$ cat config.mk
export PLATFORM = sky130hd
export DESIGN_NAME = rule_match_array
export DESIGN_NICKNAME = d
export VERILOG_FILES = /design/src/rtl/rule_match_pkg.sv /design/src/rtl/rule_match_pe.sv /design/src/rtl/rule_match_ctrl.sv /design/src/rtl/rule_match_datapath.sv /design/src/rtl/rule_match_array.sv
export SDC_FILE = /design/constraint.sdc
export NUM_CORES = 1
export LEC_CHECK = 0
export CAP_MARGIN = 20
export CORE_MARGIN = 2
export CORE_UTILIZATION = 35
export CTS_BUF_LIST = sky130_fd_sc_hd__clkbuf_4 sky130_fd_sc_hd__clkbuf_8
export CTS_CLUSTER_DIAMETER = 60
export CTS_CLUSTER_SIZE = 8
export DETAILED_ROUTE_END_ITERATION = 8
export SLEW_MARGIN = 20
export SYNTH_ARGS = -nofsm -noshare
export SYNTH_HDL_FRONTEND = slang
export SYNTH_SLANG_ARGS = --single-unit
$ cat constraint.sdc
create_clock -name clk -period 32.4 [get_ports clk]
set_clock_uncertainty 0.05 [all_clocks]
set_input_delay 3.24 -clock clk [delete_from_list [all_inputs] [get_ports clk]]
set_output_delay 3.24 -clock clk [all_outputs]
set_load 0.005 [all_outputs]
$ cat src/rtl/rule_match_pkg.sv
package rule_match_pkg;

  typedef enum logic [1:0] {
    PH_LOAD    = 2'd0,
    PH_RUN     = 2'd1,
    PH_CAPTURE = 2'd2,
    PH_DRAIN   = 2'd3
  } phase_t;

  typedef struct packed {
    logic hdrShift;
    logic ruleTake;
    logic ruleAdvance;
    logic capture;
    logic outShift;
  } strobe_t;

endpackage

$ cat src/rtl/rule_match_pe.sv
module rule_match_pe #(
  parameter int NUM_FIELDS = 3,
  parameter int FIELD_W = 8,
  parameter int PRIO_W = 8,
  parameter int ACT_W = 8,
  parameter logic [ACT_W-1:0] DEFAULT_ACTION = '0
) (
  input  logic clk,
  input  logic rst_n,
  input  logic clearBest,
  input  logic occupied,
  input  logic [NUM_FIELDS*FIELD_W-1:0] hdr,
  input  logic ruleValid,
  input  logic [NUM_FIELDS*FIELD_W-1:0] ruleKey,
  input  logic [NUM_FIELDS-1:0] ruleMask,
  input  logic [PRIO_W-1:0] rulePrio,
  input  logic [ACT_W-1:0] ruleAction,
  output logic bestHit,
  output logic [ACT_W-1:0] bestAction
);

  logic [NUM_FIELDS-1:0] fieldOk;
  logic [PRIO_W-1:0] bestPrio;
  logic ruleHit;
  logic takeRule;

  // one comparator per field; a cleared mask bit turns it into a wildcard
  for (genvar f = 0; f < NUM_FIELDS; f++) begin : g_field
    assign fieldOk[f] = !ruleMask[f] ||
                        (ruleKey[f*FIELD_W +: FIELD_W] == hdr[f*FIELD_W +: FIELD_W]);
  end

  assign ruleHit  = ruleValid && occupied && (&fieldOk);
  // strict compare keeps the earlier rule on a priority tie
  assign takeRule = ruleHit && (!bestHit || (rulePrio > bestPrio));

  always_ff @(posedge clk) begin
    if (!rst_n || clearBest) begin
      bestHit    <= 1'b0;
      bestPrio   <= '0;
      bestAction <= DEFAULT_ACTION;
    end else if (takeRule) begin
      bestHit    <= 1'b1;
      bestPrio   <= rulePrio;
      bestAction <= ruleAction;
    end
  end

endmodule

$ cat src/rtl/rule_match_ctrl.sv
module rule_match_ctrl
  import rule_match_pkg::*;
#(
  parameter int NUM_PE = 8
) (
  input  logic clk,
  input  logic rst_n,
  input  logic hdrValid,
  output logic hdrReady,
  input  logic ruleValid,
  input  logic ruleLast,
  output logic ruleReady,
  input  logic topValid,
  input  logic resReady,
  input  logic lastAtEnd,
  output strobe_t stb
);

  localparam int CNT_W = $clog2(NUM_PE + 1);
  localparam logic [CNT_W-1:0] FULL_COUNT = CNT_W'(NUM_PE);
  localparam logic [CNT_W-1:0] ONE_LEFT = CNT_W'(1);

  phase_t phase, phaseNext;
  logic [CNT_W-1:0] loadCount;
  logic [CNT_W-1:0] pending;
  logic lastTaken;
  logic resTaken;

  assign resTaken = topValid && resReady;

  always_comb begin
    stb       = '0;
    hdrReady  = 1'b0;
    ruleReady = 1'b0;
    phaseNext = phase;
    case (phase)
      PH_LOAD: begin
        hdrReady     = (loadCount != FULL_COUNT);
        stb.hdrShift = hdrValid && hdrReady;
        if (!hdrReady || ((loadCount != '0) && !hdrValid)) phaseNext = PH_RUN;
      end
      PH_RUN: begin
        ruleReady       = !lastTaken;
        stb.ruleTake    = ruleValid && ruleReady;
        stb.ruleAdvance = 1'b1;
        if (lastAtEnd) phaseNext = PH_CAPTURE;
      end
      PH_CAPTURE: begin
        stb.capture = 1'b1;
        phaseNext   = PH_DRAIN;
      end
      PH_DRAIN: begin
        // empty slots at the top leave without a handshake
        stb.outShift = !topValid || resReady;
        if (resTaken && (pending == ONE_LEFT)) phaseNext = PH_LOAD;
      end
      default: phaseNext = PH_LOAD;
    endcase
  end

  always_ff @(posedge clk) begin
    if (!rst_n) begin
      phase     <= PH_LOAD;
      loadCount <= '0;
      pending   <= '0;
      lastTaken <= 1'b0;
    end else begin
      phase <= phaseNext;
      if (stb.hdrShift) loadCount <= loadCount + 1'b1;
      if (stb.ruleTake && ruleLast) lastTaken <= 1'b1;
      if (stb.capture) pending <= loadCount;
      else if (phase == PH_DRAIN && resTaken) pending <= pending - 1'b1;
      if (phase == PH_DRAIN && phaseNext == PH_LOAD) begin
        loadCount <= '0;
        lastTaken <= 1'b0;
      end
    end
  end

endmodule

$ cat src/rtl/rule_match_datapath.sv
module rule_match_datapath
  import rule_match_pkg::*;
#(
  parameter int NUM_PE = 8,
  parameter int NUM_FIELDS = 3,
  parameter int FIELD_W = 8,
  parameter int PRIO_W = 8,
  parameter int ACT_W = 8,
  parameter logic [ACT_W-1:0] DEFAULT_ACTION = '0
) (
  input  logic clk,
  input  logic rst_n,
  input  strobe_t stb,
  input  logic [NUM_FIELDS*FIELD_W-1:0] hdrData,
  input  logic [NUM_FIELDS*FIELD_W-1:0] ruleKey,
  input  logic [NUM_FIELDS-1:0] ruleMask,
  input  logic [PRIO_W-1:0] rulePrio,
  input  logic [ACT_W-1:0] ruleAction,
  input  logic ruleLast,
  output logic topValid,
  output logic resHit,
  output logic [ACT_W-1:0] resAction,
  output logic lastAtEnd
);

  localparam int HDR_W = NUM_FIELDS * FIELD_W;
  localparam int TOP = NUM_PE - 1;

  typedef struct packed {
    logic valid;
    logic last;
    logic [HDR_W-1:0] key;
    logic [NUM_FIELDS-1:0] mask;
    logic [PRIO_W-1:0] prio;
    logic [ACT_W-1:0] action;
  } stage_rule_t;

  logic [HDR_W-1:0] hdrReg [NUM_PE];
  logic [NUM_PE-1:0] occ;
  stage_rule_t ruleReg [NUM_PE];
  logic [NUM_PE-1:0] bestHit;
  logic [ACT_W-1:0] bestAction [NUM_PE];
  logic [NUM_PE-1:0] outValid;
  logic [NUM_PE-1:0] outHit;
  logic [ACT_W-1:0] outAction [NUM_PE];

  // header chain: a new header enters element 0, older ones move up
  always_ff @(posedge clk) begin
    if (!rst_n) begin
      occ <= '0;
      for (int i = 0; i < NUM_PE; i++) hdrReg[i] <= '0;
    end else if (stb.hdrShift) begin
      occ       <= {occ[NUM_PE-2:0], 1'b1};
      hdrReg[0] <= hdrData;
      for (int i = 1; i < NUM_PE; i++) hdrReg[i] <= hdrReg[i-1];
    end else if (stb.capture) begin
      occ <= '0;
    end
  end

  // rule chain: one element per cycle, bubbles where no beat was taken
  always_ff @(posedge clk) begin
    if (!rst_n) begin
      for (int i = 0; i < NUM_PE; i++) ruleReg[i] <= '0;
    end else if (stb.ruleAdvance) begin
      ruleReg[0].valid  <= stb.ruleTake;
      ruleReg[0].last   <= stb.ruleTake && ruleLast;
      ruleReg[0].key    <= ruleKey;
      ruleReg[0].mask   <= ruleMask;
      ruleReg[0].prio   <= rulePrio;
      ruleReg[0].action <= ruleAction;
      for (int i = 1; i < NUM_PE; i++) ruleReg[i] <= ruleReg[i-1];
    end
  end

  assign lastAtEnd = ruleReg[TOP].valid && ruleReg[TOP].last;

  for (genvar p = 0; p < NUM_PE; p++) begin : g_pe
    rule_match_pe #(
      .NUM_FIELDS    (NUM_FIELDS),
      .FIELD_W       (FIELD_W),
      .PRIO_W        (PRIO_W),
      .ACT_W         (ACT_W),
      .DEFAULT_ACTION(DEFAULT_ACTION)
    ) u_pe (
      .clk       (clk),
      .rst_n     (rst_n),
      .clearBest (stb.capture),
      .occupied  (occ[p]),
      .hdr       (hdrReg[p]),
      .ruleValid (ruleReg[p].valid),
      .ruleKey   (ruleReg[p].key),
      .ruleMask  (ruleReg[p].mask),
      .rulePrio  (ruleReg[p].prio),
      .ruleAction(ruleReg[p].action),
      .bestHit   (bestHit[p]),
      .bestAction(bestAction[p])
    );
  end

  // result register: parallel load, serial exit at the top element
  always_ff @(posedge clk) begin
    if (!rst_n) begin
      outValid <= '0;
      outHit   <= '0;
      for (int i = 0; i < NUM_PE; i++) outAction[i] <= DEFAULT_ACTION;
    end else if (stb.capture) begin
      outValid <= occ;
      outHit   <= bestHit;
      for (int i = 0; i < NUM_PE; i++) outAction[i] <= bestAction[i];
    end else if (stb.outShift) begin
      outValid     <= {outValid[NUM_PE-2:0], 1'b0};
      outHit       <= {outHit[NUM_PE-2:0], 1'b0};
      outAction[0] <= DEFAULT_ACTION;
      for (int i = 1; i < NUM_PE; i++) outAction[i] <= outAction[i-1];
    end
  end

  assign topValid  = outValid[TOP];
  assign resHit    = outHit[TOP];
  assign resAction = outAction[TOP];

endmodule

$ cat src/rtl/rule_match_array.sv
module rule_match_array
  import rule_match_pkg::*;
#(
  parameter int NUM_PE = 8,
  parameter int NUM_FIELDS = 3,
  parameter int FIELD_W = 8,
  parameter int PRIO_W = 8,
  parameter int ACT_W = 8,
  parameter logic [ACT_W-1:0] DEFAULT_ACTION = '0
) (
  input  logic clk,
  input  logic rst_n,
  input  logic hdrValid,
  input  logic [NUM_FIELDS*FIELD_W-1:0] hdrData,
  output logic hdrReady,
  input  logic ruleValid,
  input  logic [NUM_FIELDS*FIELD_W-1:0] ruleKey,
  input  logic [NUM_FIELDS-1:0] ruleMask,
  input  logic [PRIO_W-1:0] rulePrio,
  input  logic [ACT_W-1:0] ruleAction,
  input  logic ruleLast,
  output logic ruleReady,
  output logic resValid,
  output logic resHit,
  output logic [ACT_W-1:0] resAction,
  input  logic resReady
);

  strobe_t stb;
  logic topValid;
  logic lastAtEnd;

  rule_match_ctrl #(.NUM_PE(NUM_PE)) u_ctrl (
    .clk      (clk),
    .rst_n    (rst_n),
    .hdrValid (hdrValid),
    .hdrReady (hdrReady),
    .ruleValid(ruleValid),
    .ruleLast (ruleLast),
    .ruleReady(ruleReady),
    .topValid (topValid),
    .resReady (resReady),
    .lastAtEnd(lastAtEnd),
    .stb      (stb)
  );

  rule_match_datapath #(
    .NUM_PE        (NUM_PE),
    .NUM_FIELDS    (NUM_FIELDS),
    .FIELD_W       (FIELD_W),
    .PRIO_W        (PRIO_W),
    .ACT_W         (ACT_W),
    .DEFAULT_ACTION(DEFAULT_ACTION)
  ) u_dp (
    .clk       (clk),
    .rst_n     (rst_n),
    .stb       (stb),
    .hdrData   (hdrData),
    .ruleKey   (ruleKey),
    .ruleMask  (ruleMask),
    .rulePrio  (rulePrio),
    .ruleAction(ruleAction),
    .ruleLast  (ruleLast),
    .topValid  (topValid),
    .resHit    (resHit),
    .resAction (resAction),
    .lastAtEnd (lastAtEnd)
  );

  assign resValid = topValid;

endmodule

==> results of run 1 <==
-- cells in the final DEF (no fill, tap or decap), drive strengths merged, types with 5 or more instances in the layout --
master           n
a21oi           67
a22o            47
a311oi          13
and2           544
and3            10
buf             19
clkbuf         170
clkdlybuf4s50   83
dfxtp          171
edfxtp         616
ha              68
inv             86
mux2i          128
nand2          337
nand3            5
nand4           66
nand4b           8
nor2            34
nor2b           10
nor3             7
o211ai          11
o21ai           33
o22ai            6
xnor2          193
-- state kept, by name (all words and copies together) (netlist names) --
| name | flops |
|---|---|
| u_dp.occ | 8 |
| u_dp.g_pe.u_pe.bestAction | 64 |
| u_ctrl.pending | 4 |
| u_dp.outHit | 8 |
| u_dp.ruleReg | 360 |
| u_dp.outAction | 64 |
| u_ctrl.loadCount | 4 |
| u_dp.g_pe.u_pe.bestPrio | 64 |
| u_ctrl.lastTaken | 1 |
| u_dp.hdrReg | 192 |
| u_dp.g_pe.u_pe.bestHit | 8 |
| u_dp.outValid | 8 |
| u_ctrl.phase | 2 |
-- how the worst max path moves through the flow --
stage,from,end,slack (ps),cells past startpoint
4_1_cts,u_ctrl.phase[0]$_SDFF_PN0_,ruleReady,26100,3
3_5_place_dp,rst_n,u_dp.hdrReg[0][45]$_SDFFCE_PN0P_,25320,5
3_3_place_gp,rst_n,u_dp.hdrReg[0][46]$_SDFFCE_PN0P_,25360,5
5_1_grt,rst_n,u_dp.hdrReg[0][29]$_SDFFCE_PN0P_,25890,5
2_1_floorplan,rst_n,u_dp.ruleReg[0][0]$_SDFFCE_PN0P_,19980,4
6_report,hdrValid,u_dp.hdrReg[0][29]$_SDFFCE_PN0P_,26130,5
-- kinds of logic (layout without fill, tap and decap cells) --
group,Yosys count,count (layout)
other cells,0,1
simple gates,1025,1025
buf+inv,214,363
xor+xnor,195,195
mux,128,128
compound gates,193,193
flops,787,787
fa+ha+maj,68,68
-- routing by layer --
| metal | global-route usage | up-vias | wire length, um | share of wire |
|---|---|---|---|---|
| met3 | 0.0255 | 98 | 2330 | 0.041 |
| met2 | 0.200 | 220 | 27300 | 0.48 |
| li1 | - | 9161 | - | - |
| met4 | 0.0397 | 4 | 1200 | 0.021 |
| met1 | 0.148 | 8310 | 25900 | 0.46 |
| met5 | 0 | - | 25 | 0.00044 |
-- where the power goes --
part | total, mW | internal, mW | leakage, nW | switching, mW
registers | 1.26 | 1.21 | 7.91 | 0.0534
clock network | 0.755 | 0.393 | 1.14 | 0.361
logic | 0.216 | 0.0928 | 4.10 | 0.123
total | 2.23 | 1.69 | 13.2 | 0.538
-- worst min-delay path: cells and delay by family (launching register included) --
kind,cells,cell delay (ps)
multiplexers,1,50
AND/OR/NAND/NOR,1,50
flip-flops,1,310
-- area by class of cell --
type	instances	area (um^2)	area share
Sequential cell	787	21900	0.580
Multi-Input combinational cell	1609	10900	0.288
Clock buffer	170	1960	0.0520
Tap cell	1276	1600	0.0422
Timing Repair Buffer	102	998	0.0264
Inverter	80	300	0.00794
Clock inverter	11	148	0.00391
Antenna cell	1	2.50	0.0000662
-- per-stage QoR --
step / total power, mW / area (um^2)
after floorplan: 1.46 / 33800
after global placement: 1.50 / 35700
after CTS: 2.27 / 37800
after detailed placement: 1.51 / 35700
final: 2.23 / 37800
after global routing: 2.35 / 37800
==> reports/metrics.cfg, run 1 <==
[global_route]
grt_pass1_wl_um=94800
grt_max_degree=258
antenna_found_initial=6
grt_usage=0.117
grt_pass1_vias=18400
grt-ovfl-total=0

[cts]
clock_sinks=787
cts_resized=0
insertion_delay_ps=740
cts.path.max_buffers=3
cts_hold_buf=0
cts_setup_buffers=0
cts_made_buffers=110
cts_root_buf=clkbuf_8
htreeDepth=3
clk_pin_slew_worst_paths_ps=60
cts_tree=done

[synth]
synth_most_common_cell=edfxtp_1
synth_area_leader_cell=edfxtp_1
synth_common_cells=616 x edfxtp_1, 537 x and2_1, 337 x nand2_1
avgSynthCellArea_um2=13.0
netlist.area_leader.share=0.547
yosysUniqueCellTypes=51
yosysWarnings=0
synth_area_mm2=0.0338
synth_simple_gate_area_frac=0.165
synth-xor-area-share=0.0505
synth_top_family_by_area=simple AND/OR/NAND/NOR gates
yosysSeqAreaShare=0.648
synth_compound_gate_area_share=0.0420
syn_nets=2751
synth_ff_type=edfxtp_1
muxShareOfSynthArea=0.0379
synthArstFlopShare=0
synth_edf_count=616
syn-instance-count=2610
synth_area_leaders=edfxtp_1 55%, dfxtp_1 10%, and2_1 9.9%, xnor2_1 5.0%, mux2i_1 3.8%
ys_ff_latch=787
synthAdderAreaFrac=0.0252

[sta]
maxSlewViolCount=0
clock.fmax_ghz=0.159
finalCritPeriodShare=0.194
fin_ws_ps=26130
fin_crit_ps=6270
worst-slew-pin-transition_ps=1040
finalHoldViolations=0
relSlewSlack=0.304
rsz0062_at_grt=no
whs_ps=404
tns_ps=0
setup_viol=0

[floorplanning]
die_y_um=315
fp.dieW_um=315
dieArea_mm2=0.0991
pin_count=85
start_util=0.351
core_area_mm2=0.0963
num_rows=114

[outcome]
outcome=complete, no violations

[placed_design]
io_buffers=84
gp_congestion=0.716
dpl.hpwl_um=33500
dpl.cell_count=3854
pre_cts_ws_ps=25320

[setup_path]
reg2reg_depth=8
critPathMaxStageDelay_ps=840
critPathCaptureType=register
cp_common_cell=buf_4
worst_ep_required_time_ps=32670
rr_endpoint=u_dp.hdrReg[0][29]$_SDFFCE_PN0P_
start_kind=input port
critPathKind=in2reg
crit_buf_inv=3
crit_arrival_ps=6540
slowest_stage=buf_4
critPathTopFamily=buffers and inverters
reg2reg_slack_ps=28110
crit_fanout=70
rr_startpoint=u_ctrl.loadCount[0]$_SDFFE_PP0P_
worstPathCellList=clkdlybuf4s50_1 > and2_1 > nand2b_4 > buf_4 > buf_4

[drt]
postRouteAntennaNets=0
postRouteWirelength_um=56800
dr_total_vias=17800
drtPass1Iterations=5
vias_per_cell=4.41
drt_iter0_markers=895
wl_per_cell_um=14.1
route.detailed.drc=0

[power_and_ir_drop]
power_leakage_nw=13.2
ir_worst_vdd_v=0.0000359
power.density_mw_per_mm2=59.0

[cells_and_area]
stdcell_count=4036
drive_above_1_share=0.0877
nFillCells=9152
finalNetCount=2831
synthToLayoutAreaGrowth_pct=11.8
final_util=0.393

[worst_hold_path]
holdPathEnd=u_dp.g_pe[2].u_pe.bestAction[6]$_SDFFE_PP0P_
hold_depth=2
hold_start=u_dp.g_pe[2].u_pe.bestAction[6]$_SDFFE_PP0P_
min-delay-path-class=reg2reg

[run]
max_cap_violations=0

Power figures use the tool's default switching activity.
==> run 2, diff against run 1 <==
==> constraint.sdc (replaced) <==
create_clock -name clk -period 5.6 [get_ports clk]
set_clock_uncertainty 0.05 [all_clocks]
set_input_delay 0.56 -clock clk [delete_from_list [all_inputs] [get_ports clk]]
set_output_delay 0.56 -clock clk [all_outputs]
set_load 0.005 [all_outputs]
==> reports/metrics.cfg, run 2 (synthesized netlist as in run 1, its figures left out) <==
[drt]
drt_iter0_markers=1054
vias_per_cell=4.42
route.detailed.drc=0
postRouteAntennaNets=0
postRouteWirelength_um=57300
dr_total_vias=17800
wl_per_cell_um=14.2
drtPass1Iterations=5

[setup_path]
worstPathCellList=nand2b_1 > nor2_1 > clkdlybuf4s50_1
worst_ep_required_time_ps=4990
critPathKind=reg2out
crit_buf_inv=1
slowest_stage=clkdlybuf4s50_1
critPathCaptureType=primary output
critPathMaxStageDelay_ps=590
critPathTopFamily=simple AND/OR/NAND/NOR gates
crit_fanout=9
crit_arrival_ps=2780
start_kind=register

[sta]
fin_crit_ps=3390
finalHoldViolations=0
tns_ps=0
finalCritPeriodShare=0.606
fin_ws_ps=2210
rsz0062_at_grt=no
relSlewSlack=0.275
whs_ps=371
maxSlewViolCount=0
setup_viol=0
worst-slew-pin-transition_ps=1090
clock.fmax_ghz=0.295

[cts]
cts_tree=done
htreeDepth=3
cts_hold_buf=0
cts_made_buffers=109
cts_setup_buffers=0
cts_root_buf=clkbuf_8
cts_resized=0
cts.path.max_buffers=3
insertion_delay_ps=710
clock_sinks=787
clk_pin_slew_worst_paths_ps=60

[cells_and_area]
nFillCells=9177
mostFrequentLayoutCells=616 x edfxtp_1, 537 x and2_1, 336 x nand2_1
reg_top3=u_dp.ruleReg (360), u_dp.hdrReg (192)
largest_reg_flops=360
multi_input_area_mm2=0.0109
drive_above_1_share=0.0873
regArea_mm2=0.0219
top_register=u_dp.ruleReg
final_common_cell=edfxtp_1
finalNetCount=2833
synthToLayoutAreaGrowth_pct=11.8

[placed_design]
dpl.hpwl_um=34300
pre_cts_ws_ps=2330
io_buffers=84
gp_congestion=0.712

[floorplanning]
core_area_mm2=0.0963
start_util=0.351
num_rows=114
pin_count=85
dieArea_mm2=0.0991
die_y_um=315
fp.dieW_um=315

[global_route]
grt_max_degree=184
grt_pass1_vias=18300
grt_pass1_wl_um=94600
grt_usage=0.117
grt-ovfl-total=0
antenna_found_initial=2

[power_and_ir_drop]
power_leakage_nw=13.1
ir_worst_vdd_v=0.000158
power.density_mw_per_mm2=339

[run]
max_cap_violations=0

[worst_hold_path]
min-delay-path-class=in2reg

[outcome]
outcome=complete, no violations

-- run 2: cell types whose count changed in the layout (fill, tap and decap cells not counted), sizes merged --
cell	change
clkbuf	+3
clkinvlp	+4
bufinv	-1
buf	+3
inv	-4
clkinv	-3
-- run 2: through the flow --
step,total power [mW],cells,area [um^2],utilization
detailed placement,8.73,3857,35800,0.371
finish,12.8,4038,37800,0.393
global route,13.4,4038,37800,0.393
CTS,13.0,4037,37800,0.393
floorplan,8.33,2610,33800,-
global placement,8.69,3856,35700,0.371
-- run 2: path summary, 6_finish.rpt --
check	from	endpoint	slack [ps]	depth (start not counted)
hold / removal	rst_n	u_ctrl.phase[0]$_SDFF_PN0_	370	3
setup reg to reg	u_ctrl.loadCount[0]$_SDFFE_PP0P_	u_dp.hdrReg[0][39]$_SDFFCE_PN0P_	2580	8
hold reg to reg	u_dp.g_pe[3].u_pe.bestPrio[3]$_SDFFE_PP0P_	u_dp.g_pe[3].u_pe.bestPrio[3]$_SDFFE_PP0P_	400	2
setup / recovery	u_ctrl.phase[0]$_SDFF_PN0_	ruleReady	2210	3
-- run 2: power breakdown --
part	internal (mW)	total, mW	leakage (nW)	switching, mW
Clock	2.23	4.25	1.09	2.02
Combinational	0.548	1.27	4.14	0.720
Sequential	6.98	7.30	7.91	0.315
-- run 2: cell type report --
class                           count  area share
Multi-Input combinational cell   1609       0.288
Inverter                           80     0.00794
Tap cell                         1276      0.0422
Sequential cell                   787       0.580
Clock buffer                      173      0.0527
Timing Repair Buffer              105      0.0280
Antenna cell                        1   0.0000662
Clock inverter                      7     0.00136
-- run 2: worst reg2reg max path: stages (launching register included) --
cell and delay (ps):
dfxtp_1 410, inv_1 70, ha_1 180, nor2b_1 150, a21boi_2 190, and2_1 330, nand2b_4 430, buf_4 520
buf_16 320
-- run 2: metal layers --
metal	wire length [um]	vias up	global-route usage	share of wire
met5	0	-	0	0
met4	1210	0	0.0409	0.021
met3	1790	87	0.0205	0.031
met2	26900	208	0.195	0.47
met1	27300	8384	0.153	0.48
li1	-	9166	-	-
